[src/rtl/umem_pkg.sv]
package umem_pkg;

    typedef enum logic [1:0] {
        RNG_C = 2'd0,
        RNG_D = 2'd1,
        RNG_E = 2'd2,
        RNG_F = 2'd3
    } rng_e;

    typedef enum logic {
        IDX_IDLE  = 1'b0,
        IDX_ARMED = 1'b1
    } idx_state_e;

    localparam int NUM_REGS = 7;
    localparam int R_CSEG   = 0;
    localparam int R_DSEG   = 1;
    localparam int R_ESEG   = 2;
    localparam int R_FCTL   = 3;
    localparam int R_L2LO   = 4;
    localparam int R_L2HI   = 5;
    localparam int R_L1     = 6;

    typedef struct packed {
        logic [3:0]  c_seg;
        logic [3:0]  d_seg;
        logic [3:0]  e_seg;
        logic        c_ro;
        logic        d_ro;
        logic        e_ro;
        logic        f_ro;
        logic        c_copy;
        logic        f_copy;
        logic        d_all;
        logic        e_all;
        logic [11:0] l2;
        logic [2:0]  l1;
    } shadow_cfg_t;

    typedef struct packed {
        logic sel_at;
        logic sel_dram;
        logic wr_inh;
        logic l1;
        logic l2;
    } route_t;

    function automatic logic [7:0] reg_reset(input int idx);
        return (idx == R_DSEG || idx == R_ESEG) ? 8'h20 : 8'h00;
    endfunction

endpackage

[src/rtl/umem_cfg_regs.sv]
module umem_cfg_regs
    import umem_pkg::*;
#(
    parameter int          IO_W     = 16,
    parameter logic [15:0] IDX_PORT = 16'h0022,
    parameter logic [15:0] DAT_PORT = 16'h0024,
    parameter logic [7:0]  REG_BASE = 8'h30
) (
    input  logic            clk,
    input  logic            rst_n,
    input  logic [IO_W-1:0] io_addr,
    input  logic            io_wr,
    input  logic            io_rd,
    input  logic [7:0]      io_wdata,
    output logic [7:0]      io_rdata,
    output shadow_cfg_t     cfg,
    output logic            armed
);

    localparam logic [IO_W-1:0] IDX_A = IO_W'(IDX_PORT);
    localparam logic [IO_W-1:0] DAT_A = IO_W'(DAT_PORT);

    idx_state_e state_q, state_d;
    logic [7:0] idx_q;
    logic [7:0] idx_off;
    logic       idx_hit;
    logic       idx_wr;
    logic       dat_acc;
    logic       dat_wr_hit;
    logic [7:0] regs_q [NUM_REGS];

    assign idx_wr     = io_wr && (io_addr == IDX_A);
    assign dat_acc    = (io_wr || io_rd) && (io_addr == DAT_A);
    assign idx_off    = idx_q - REG_BASE;
    assign idx_hit    = idx_off < 8'(NUM_REGS);
    assign dat_wr_hit = (state_q == IDX_ARMED) && io_wr && (io_addr == DAT_A) && idx_hit;
    assign armed      = (state_q == IDX_ARMED);

    always_comb begin
        state_d = state_q;
        unique case (state_q)
            IDX_IDLE: begin
                if (idx_wr) state_d = IDX_ARMED;
            end
            IDX_ARMED: begin
                if (idx_wr)       state_d = IDX_ARMED;
                else if (dat_acc) state_d = IDX_IDLE;
            end
        endcase
    end

    always_ff @(posedge clk) begin
        if (!rst_n) begin
            state_q <= IDX_IDLE;
            idx_q   <= 8'h00;
        end else begin
            state_q <= state_d;
            if (idx_wr) idx_q <= io_wdata;
        end
    end

    for (genvar i = 0; i < NUM_REGS; i++) begin : g_reg
        always_ff @(posedge clk) begin
            if (!rst_n)
                regs_q[i] <= reg_reset(i);
            else if (dat_wr_hit && idx_off == 8'(i))
                regs_q[i] <= io_wdata;
        end
    end

    always_comb begin
        io_rdata = 8'hFF;
        if (state_q == IDX_ARMED && idx_hit) begin
            for (int i = 0; i < NUM_REGS; i++) begin
                if (idx_off == 8'(i)) io_rdata = regs_q[i];
            end
        end
    end

    always_comb begin
        cfg.c_seg  = regs_q[R_CSEG][3:0];
        cfg.c_ro   = regs_q[R_CSEG][4];
        cfg.c_copy = regs_q[R_CSEG][5];
        cfg.d_seg  = regs_q[R_DSEG][3:0];
        cfg.d_ro   = regs_q[R_DSEG][4];
        cfg.d_all  = regs_q[R_DSEG][5];
        cfg.e_seg  = regs_q[R_ESEG][3:0];
        cfg.e_ro   = regs_q[R_ESEG][4];
        cfg.e_all  = regs_q[R_ESEG][5];
        cfg.f_ro   = regs_q[R_FCTL][0];
        cfg.f_copy = regs_q[R_FCTL][1];
        cfg.l2     = {regs_q[R_L2HI][3:0], regs_q[R_L2LO]};
        cfg.l1     = regs_q[R_L1][2:0];
    end

endmodule

[src/rtl/umem_window_decode.sv]
module umem_window_decode
    import umem_pkg::*;
#(
    parameter int ADDR_W = 24
) (
    input  logic [ADDR_W-1:0] mem_addr,
    output logic              in_win,
    output rng_e              rng,
    output logic [1:0]        seg,
    output logic [3:0]        l2_idx
);

    localparam int HI_W = ADDR_W - 18;

    assign in_win = (mem_addr[ADDR_W-1:18] == HI_W'(3));
    assign rng    = rng_e'(mem_addr[17:16]);
    assign seg    = mem_addr[15:14];
    assign l2_idx = mem_addr[17:14];

endmodule

[src/rtl/umem_route.sv]
module umem_route
    import umem_pkg::*;
(
    input  shadow_cfg_t cfg,
    input  logic        in_win,
    input  rng_e        rng,
    input  logic [1:0]  seg,
    input  logic [3:0]  l2_idx,
    input  logic        mem_rd,
    input  logic        mem_wr,
    output route_t      route
);

    logic [3:0] seg_en;
    logic       all_en;
    logic       ro;
    logic       copy;
    logic       l1_bit;
    logic       shadowed;

    always_comb begin
        seg_en = 4'h0;
        all_en = 1'b1;
        ro     = 1'b0;
        copy   = 1'b0;
        l1_bit = 1'b0;
        unique case (rng)
            RNG_C: begin
                seg_en = cfg.c_seg; ro = cfg.c_ro; copy = cfg.c_copy; l1_bit = cfg.l1[0];
            end
            RNG_D: begin
                seg_en = cfg.d_seg; all_en = cfg.d_all; ro = cfg.d_ro; l1_bit = cfg.l1[1];
            end
            RNG_E: begin
                seg_en = cfg.e_seg; all_en = cfg.e_all; ro = cfg.e_ro; l1_bit = cfg.l1[2];
            end
            RNG_F: begin
                seg_en = 4'hF; ro = cfg.f_ro; copy = cfg.f_copy; l1_bit = 1'b1;
            end
        endcase
        shadowed = seg_en[seg] && all_en;
    end

    always_comb begin
        route = '0;
        if (mem_rd || mem_wr) begin
            if (!in_win) begin
                route.sel_dram = 1'b1;
                route.l1       = 1'b1;
                route.l2       = 1'b1;
            end else if (!shadowed) begin
                route.sel_at = 1'b1;
            end else if (copy) begin
                route.sel_dram = mem_wr;
                route.sel_at   = !mem_wr;
            end else begin
                route.sel_dram = 1'b1;
                route.wr_inh   = mem_wr && ro;
                route.l1       = l1_bit;
                route.l2       = (rng == RNG_F) ? 1'b1 : cfg.l2[l2_idx];
            end
        end
    end

endmodule

[src/rtl/umem_shadow_decoder.sv]
module umem_shadow_decoder
    import umem_pkg::*;
#(
    parameter int          ADDR_W   = 24,
    parameter int          IO_W     = 16,
    parameter logic [15:0] IDX_PORT = 16'h0022,
    parameter logic [15:0] DAT_PORT = 16'h0024,
    parameter logic [7:0]  REG_BASE = 8'h30
) (
    input  logic              clk,
    input  logic              rst_n,
    input  logic [IO_W-1:0]   io_addr,
    input  logic              io_wr,
    input  logic              io_rd,
    input  logic [7:0]        io_wdata,
    output logic [7:0]        io_rdata,
    input  logic [ADDR_W-1:0] mem_addr,
    input  logic              mem_rd,
    input  logic              mem_wr,
    output logic              sel_at,
    output logic              sel_dram,
    output logic              wr_inhibit,
    output logic              cache_l1,
    output logic              cache_l2
);

    shadow_cfg_t cfg;
    logic        idx_armed;
    logic        in_win;
    rng_e        rng;
    logic [1:0]  seg;
    logic [3:0]  l2_idx;
    route_t      route;

    umem_cfg_regs #(
        .IO_W(IO_W), .IDX_PORT(IDX_PORT), .DAT_PORT(DAT_PORT), .REG_BASE(REG_BASE)
    ) i_cfg (
        .clk(clk), .rst_n(rst_n), .io_addr(io_addr), .io_wr(io_wr), .io_rd(io_rd),
        .io_wdata(io_wdata), .io_rdata(io_rdata), .cfg(cfg), .armed(idx_armed)
    );

    umem_window_decode #(.ADDR_W(ADDR_W)) i_win (
        .mem_addr(mem_addr), .in_win(in_win), .rng(rng), .seg(seg), .l2_idx(l2_idx)
    );

    umem_route i_route (
        .cfg(cfg), .in_win(in_win), .rng(rng), .seg(seg), .l2_idx(l2_idx),
        .mem_rd(mem_rd), .mem_wr(mem_wr), .route(route)
    );

    assign sel_at     = route.sel_at;
    assign sel_dram   = route.sel_dram;
    assign wr_inhibit = route.wr_inh;
    assign cache_l1   = route.l1;
    assign cache_l2   = route.l2;

endmodule

[config.mk]
export PLATFORM = sky130hd
export DESIGN_NAME = umem_shadow_decoder
export DESIGN_NICKNAME = d
export VERILOG_FILES = /design/src/rtl/umem_pkg.sv /design/src/rtl/umem_cfg_regs.sv /design/src/rtl/umem_window_decode.sv /design/src/rtl/umem_route.sv /design/src/rtl/umem_shadow_decoder.sv
export SDC_FILE = /design/constraint.sdc
export NUM_CORES = 1
export LEC_CHECK = 0
export BUFFER_PORTS_ARGS = -buffer_cell sky130_fd_sc_hd__buf_2
export CAP_MARGIN = 15
export CORE_ASPECT_RATIO = 0.7
export CORE_MARGIN = 10
export CORE_UTILIZATION = 30
export CTS_BUF_LIST = sky130_fd_sc_hd__clkbuf_4
export CTS_CLUSTER_SIZE = 28
export DETAILED_ROUTE_END_ITERATION = 6
export GPL_TIMING_DRIVEN = 1
export RECOVER_POWER = 50
export SLEW_MARGIN = 30
export SYNTH_ARGS = -nofsm -noshare
export SYNTH_HDL_FRONTEND = slang
export SYNTH_HIERARCHICAL = 1
export SYNTH_SLANG_ARGS = --single-unit
[constraint.sdc]
create_clock -name clk -period 2.51 [get_ports clk]
set_clock_uncertainty 0.15 [all_clocks]
set_input_delay 0.1255 -clock clk [delete_from_list [all_inputs] [get_ports clk]]
set_output_delay 0.1255 -clock clk [all_outputs]
set_load 0.02 [all_outputs]
==> results of run 1 <==
==> kinds of logic (layout without fill, tap and decap cells) <==
kind of cell / Yosys count / in the layout / share of synthesized area, %
multiplexers: 21 / 21 / 6.812
AND/OR/NAND/NOR: 151 / 151 / 19.00
flip-flops: 65 / 65 / 48.50
buffers and inverters: 68 / 103 / 10.89
adder cells (fa/ha/maj): 5 / 5 / 1.630
AO/OA/AOI/OAI: 64 / 64 / 13.17
==> sequential cells by signal (all words and copies together) (netlist names) <==
name,count
i_cfg/armed,1
i_cfg/idx_q,8
i_cfg/regs_q,56
==> synthesized netlist by cell type, types with 3 or more instances <==
master    instances  share of area (%)
nor2b_1           6               0.98
buf_4            43                8.4
nor3_1            4               0.52
nand2b_1          9                1.5
o21ai_0           6               0.78
edfxtp_1         56                 44
nand3_1           7               0.91
dfxtp_1           9                4.7
nand4_1           7                1.1
o32ai_1           4               0.91
inv_1            11                1.1
mux2_2            8                2.3
nand2_1          32                3.1
a22oi_1           5               0.98
a21oi_1          12                1.6
ha_1              5                1.6
mux2i_1          10                2.6
or4_4             3               0.88
nor2_1           67                6.6
o22ai_1           9                1.5
o21ba_2           4                1.0
a221o_1           9                2.3
clkbuf_1         12                1.2
==> worst min path at each step <==
stage	startpoint	slack (ns)	end	cells past startpoint
after floorplan	io_wdata[5]	0.16	i_cfg/regs_q[0][13]$_SDFFCE_PN1P_	1
after CTS	rst_n	0.02	i_cfg/idx_q[3]$_SDFFE_PN0P_	3
after global placement	i_cfg/idx_q[5]$_SDFFE_PN0P_	0.29	i_cfg/idx_q[5]$_SDFFE_PN0P_	2
final	io_wr	0.03	i_cfg/armed$_SDFF_PN0_	4
after global routing	rst_n	0.03	i_cfg/idx_q[2]$_SDFFE_PN0P_	3
after detailed placement	i_cfg/idx_q[5]$_SDFFE_PN0P_	0.30	i_cfg/idx_q[5]$_SDFFE_PN0P_	2
==> cell type report <==
class | instances | share of cell area [%]
clock inverter | 6 | 1.928
timing repair buffer | 76 | 9.988
inverter | 11 | 0.9638
multi-input combinational | 241 | 36.97
tap | 162 | 4.731
clock buffer | 10 | 1.752
sequential | 65 | 43.66
==> repair_timing <==
action                     4_1_cts  5_1_grt
setup endpoints to repair        8        3
pin swaps                        0        0
resized for setup                4        9
hold buffers                     2        0
hold endpoints to repair         4        0
buffers inserted                 0        3
==> critical path, stage by stage (launching register included) <==
cell and delay [ns]:
dfxtp_2 0.45, buf_4 0.23, nor2b_1 0.06, o32ai_1 0.29
o21ai_1 0.14, a221o_1 0.39, buf_2 0.18
==> per-stage QoR <==
step                std cells  setup slack [ns]
CTS                       568           0.06926
detailed placement        550           0.05453
floorplan                 374            0.1165
global route              571          -0.03019
global placement          550           0.07875
finish                    571           0.07509
==> cells in the final DEF, fill, tap and decap left out, types with 4 or more instances in the layout <==
master	Yosys	layout
a21oi_1	12	12
clkbuf_4	0	10
buf_4	43	13
ha_1	5	5
o22ai_1	9	9
nand2_1	32	32
nand2b_1	9	9
buf_2	1	52
a221o_1	9	9
o21ba_2	4	4
nand4_1	7	7
a22oi_1	5	5
nor2_1	67	67
mux2_2	8	8
nor2b_1	6	6
mux2i_1	10	10
clkbuf_1	12	8
edfxtp_1	56	56
nand3_1	7	6
dfxtp_1	9	6
nor3_1	4	4
inv_1	11	11
==> power groups by stage <==
stage | Combinational (mW) | Sequential (mW) | Clock [mW]
2_1_floorplan | 0.165 | 1.25 | 0
4_1_cts | 0.198 | 1.24 | 0.801
3_3_place_gp | 0.191 | 1.26 | 0
5_1_grt | 0.218 | 1.24 | 0.854
6_report | 0.199 | 1.24 | 0.788
3_5_place_dp | 0.195 | 1.27 | 0
==> layer usage <==
layer | vias to the layer above | track usage, %
li1 | 1391 | -
met2 | 152 | 16.68
met3 | 9 | 4.054
met4 | 0 | 2.799
met1 | 1440 | 17.34
met5 | - | 0
==> metrics.md, run 1 <==
| Metric | Value |
|---|---|
| Sequential area share after synthesis | 48.50% |
| Max frequency | 410.7 MHz |
| Boundary Pins | 67 |
| Internal | 1.699 mW |
| Final period util | 97.01% |
| Clock Power Share | 35.4% |
| R2r endpoint | i_cfg/regs_q[0][21]$_SDFFCE_PN1P_ |
| Number of CTS-inserted buffers | 9 |
| CP Class | flop to output pin |
| DIE AREA | 17790 um^2 |
| Final min period | 2.435 ns |
| Outcome | finished clean |
| Avg Inst Size Synth | 10.26 um^2 |
| R2R Setup Slk | 0.22 ns |
| Crit path launch | i_cfg/idx_q[2]$_SDFFE_PN0P_ |
| Largest net degree at the start of global routing | 28 |
| Worst flop-to-flop path startpoint | i_cfg/idx_q[4]$_SDFFE_PN0P_ |
| Initial antenna violation count | 0 |
| Area occupied by registers | 1871 um^2 |
| CTS H-tree depth | 3 |
| Peak VDD IR | 263.6 uV |
| Part of the power in registers | 55.7% |
| GR Util All Layers | 12.00% |
| Die height | 114.6 um |
| WL per Instance | 18.70 um |
| Area grow syn2layout | 11.60% |
| # Max-Cap Violations | 0 |
| Drt total wl | 10680 um |
| Setup crit end kind | output pin |
| Leak Pwr | 1.510 nW |
| Syn nets | 433 |
| Metal2 WL | 4342 um |
| Pwr dens | 519.5 nW/um^2 |
| Worst R2R Path Depth | 5 |
| Mapped Cells | 374 |
| Initial Utilization | 30.80% |
| Final Hold Fails | 0 |
| Clk_lat worst skew | 0.42 ns |
| Worst Path Max Fanout | 9 |
| GRT overflow | 0 |
| Worst Tran Pin Value | 0.5955 ns |
| Type of origin of the critical path | flop |
| Core area | 12460 um^2 |
| Synthesized area | 3839 um^2 |
| Worst path arrival time | 2.16 ns |
| Critical Path RT | 2.23 ns |
| Netlist cell types | 54 |
| Layout cells sized above 1 | 26.41% |
| Number of I/O port buffers | 52 |
| Via Count | 2992 |
| Setup TNS | 0 ns |
| Synthesis Warnings | 6 |
| Clk slew on worst S/H paths | 0.10 ns |
| Clock sink count | 65 |
| Top FF cell, synth | edfxtp_1 |
| Final instance area | 4284 um^2 |
| Post-route ant nets | 0 |
| Synth async-reset ratio | 0% |
| Sw Pwr | 0.5267 mW |
| Fin Hold WS | 0.02579 ns |
| Comb pwr share | 8.9% |
| Fillers | 1300 |
| Via density | 5.240 |
| Global-route wire length before repair | 16510 um |
| CTS tree | built |
| Die width | 155.2 um |
| 1st-iter DRT viols | 354 |
| Clk buf depth | 2 |
| Worst min path class | input pin to flop |
| Antenna diodes | 0 |
| Met3 routed WL | 1022 um |
| # DRC | 0 |
| Clock root buffer | clkbuf_4 |
| Rows | 34 |
| Total power | 2.226 mW |
| Final core occ | 34.37% |
| Pre-antenna DRT Iters | 5 |
| Multi-input gate area | 1584 um^2 |
| Final GP Congestion | 0.8743 |
| Number of synthesized flops with an enable pin | 56 |
| Setup violations, final | 0 |
| Cell Area, Placed | 4079 um^2 |
| HPWL Detailed | 8093 um |
| End of the critical path | io_rdata[7] |
| Slew Limit Headroom | 60.30% |
| Highest layer used for signal routing | met4 |
| Vias in the first global route | 2960 |
| Sw frac | 23.66% |
| Max-slew violation count | 0 |
| #FFs+latches synth | 65 |
| Final net count | 463 |
| RSZ-0062 raised after global routing | true |
| WL met1 | 5213 um |
No activity file was read; power rests on OpenSTA's default activity.
==> inputs of run 2 (changes only) <==
- clock period: 2.51 -> 2.8 ns (I/O delays scaled with it)
==> metrics.md, run 2 (synthesis gave the netlist of run 1 again) <==
| Metric | Value |
|---|---|
| M3 GR Usage | 5.405% (+1.4 points) |
| Boundary Pins | 67 (unchanged) |
| GR Util All Layers | 11.73% (-0.27 points) |
| Via density | 5.212 (-0.54%) |
| Worst Path Max Fanout | 9 (unchanged) |
| Drt total wl | 10370 um (-2.9%) |
| WL per Instance | 18.28 um (-2.2%) |
| Number of I/O port buffers | 52 (unchanged) |
| Initial Utilization | 30.80% (unchanged) |
| Post-route ant nets | 0 (unchanged) |
| Worst path arrival time | 2.30 ns (+0.14 ns) |
| Worst hold start | rst_n |
| Slowest-stage cell, CP | and3_1 |
| Core area | 12460 um^2 (unchanged) |
| Largest net degree at the start of global routing | 28 (unchanged) |
| Pre-antenna DRT Iters | 5 (unchanged) |
| Global-route wire length before repair | 16190 um (-1.9%) |
| Hold path endpoint | i_cfg/idx_q[5]$_SDFFE_PN0P_ |
| Fillers | 1297 (-0.23%) |
| Clk_lat worst skew | 0.42 ns (about the same) |
| Most frequent cells in the layout | nor2_1, edfxtp_1, buf_2 |
| Number of CTS-inserted buffers | 9 (unchanged) |
| Clk slew on worst S/H paths | 0.10 ns (about the same) |
| Commonest non-fill, non-tap cell in the layout | nor2_1 |
| Biggest register | i_cfg/regs_q |
| DP Worst Slack | 0.3210 ns (+0.2664 ns) |
| Final net count | 460 (-0.65%) |
| Met1 usage | 16.90% (-0.44 points) |
| GRT overflow | 0 (unchanged) |
| Worst flop-to-flop path startpoint | i_cfg/idx_q[4]$_SDFFE_PN0P_ |
| Clock sink count | 65 (unchanged) |
| CP top delay family | simple AND/OR/NAND/NOR gates |
| Worst min path class | input pin to flop |
| Max-slew violation count | 0 (unchanged) |
| Type of origin of the critical path | flop |
| Most heavily used metal layer in global routing | met1 |
| Area grow syn2layout | 8.279% |
| Number of flip-flops in the largest register | 56 (unchanged) |
| Max frequency | 386.8 MHz |
| 1st-iter DRT viols | 308 (-13%) |
| Slowest stage delay, CP | 0.40 ns (-0.05 ns) |
| CTS tree | built |
| Setup crit end kind | output pin |
| GR Layer Usage met2 | 15.15% (-1.5 points) |
| Setup TNS | 0 ns (unchanged) |
| # Max-Cap Violations | 0 (unchanged) |
| Critical-path cell list | nor3b_1 > and3_1 > o31ai_1 > buf_4 > a221o_1 > buf_2 |
| Leak Pwr | 1.446 nW (-4.2%) |
| Final min period | 2.585 ns |
| Vias in the first global route | 2982 (+0.74%) |
| Clock root buffer | clkbuf_4 |
| Layout cells sized above 1 | 24.44% (-2.0 points) |
| CP Buf/Inv Count | 2 (unchanged) |
| Area occupied by registers | 1864 um^2 (-0.33%) |
| Initial antenna violation count | 0 (unchanged) |
| Multi-input gate area | 1553 um^2 (-2.0%) |
| R2r endpoint | i_cfg/regs_q[1][15]$_SDFFCE_PN0P_ |
| Outcome | finished clean |
| RSZ-0062 raised after global routing | false |
| Antenna diodes | 0 (unchanged) |
| Clk buf depth | 2 (unchanged) |
| Setup bufs post-CTS | 0 (unchanged) |
| Slew Limit Headroom | 58.60% (-1.7 points) |
| CTS H-tree depth | 3 (unchanged) |
| Via Count | 2955 (-1.2%) |
| # DRC | 0 (unchanged) |
| Setup violations, final | 0 (unchanged) |
| Worst Tran Pin Value | 0.6210 ns (+0.02551 ns) |
| Critical Path RT | 2.51 ns (+0.28 ns) |
| Peak VDD IR | 249.9 uV (-5.2%) |
| Final period util | 92.33% |
| Final Hold Fails | 0 (unchanged) |
| Final GP Congestion | 0.8784 (+0.47%) |
| DIE AREA | 17790 um^2 (unchanged) |
| HPWL Detailed | 7947 um (-1.8%) |
| Die width | 155.2 um (unchanged) |
| Rows | 34 (unchanged) |
| Die height | 114.6 um (unchanged) |
| Setup WS post-layout | 0.2147 ns (+0.1396 ns) |
| R2R Setup Slk | 0.46 ns (+0.24 ns) |
| Pwr dens | 435.6 nW/um^2 (-16%) |
| Worst R2R Path Depth | 6 (+1) |
| CP Class | flop to output pin |
| Hold Crit Depth | 3 (-1) |
## run 2: layout make-up
class,count,share of cell area (%)
clock buffer,9,1.626
clock inverter,6,0.8730
inverter,11,0.9934
multi-input combinational,241,37.36
sequential,65,44.85
tap,162,4.877
timing repair buffer,73,9.422
## run 2: worst max-delay path by stage
| stage | from | end | slack [ns] | depth (start not counted) |
|---|---|---|---|---|
| after floorplan | io_addr[13] | i_cfg/regs_q[1][10]$_SDFFCE_PN0P_ | 0.24 | 4 |
| after global placement | io_addr[13] | i_cfg/regs_q[1][12]$_SDFFCE_PN0P_ | 0.35 | 6 |
| after detailed placement | io_addr[13] | i_cfg/regs_q[1][9]$_SDFFCE_PN0P_ | 0.32 | 6 |
| after CTS | i_cfg/idx_q[1]$_SDFFE_PN0P_ | io_rdata[6] | 0.01 | 5 |
| after global routing | i_cfg/idx_q[4]$_SDFFE_PN0P_ | io_rdata[6] | 0.11 | 6 |
| final | i_cfg/idx_q[4]$_SDFFE_PN0P_ | io_rdata[7] | 0.21 | 6 |
## run 2: metal layers
metal,share of wire [%],wire (um)
met1,51,5255
met2,38,3896
met3,11,1134
met4,0.78,81
met5,0,0
## run 2: metrics by stage
step | power, mW | std cells | hold slack [ns] | utilization, % | area (um^2)
6_report | 1.810 | 567 | 0.03450 | 33.35 | 4156
5_1_grt | 1.889 | 567 | 0.01550 | 33.35 | 4156
4_1_cts | 1.824 | 567 | 0.005054 | 33.65 | 4194
3_5_place_dp | 1.310 | 549 | 0.2965 | 32.57 | 4060
3_3_place_gp | 1.304 | 549 | 0.2888 | 32.57 | 4060
2_1_floorplan | 1.270 | 374 | 0.1708 | - | 3839
## run 2: what timing repair did
item                                   4_1_cts  5_1_grt
hold buffers                                 3        0
endpoints found under the hold margin        6        0
setup endpoints to repair                    0        4
resized for setup                            0        2
## run 2: power breakdown
part           switching [mW]  internal (mW)  total, mW
Clock                   0.349          0.171      0.520
Combinational           0.106         0.0703      0.176
Sequential             0.0251           1.09       1.11
Total                   0.480           1.33       1.81
## run 2: worst register-to-register path, stage by stage (launching register included)
cell and delay [ns]:
dfxtp_1 0.35, nor3b_1 0.31, and3_1 0.40, o31ai_1 0.13, buf_4 0.20, o41ai_2 0.28, buf_4 0.24
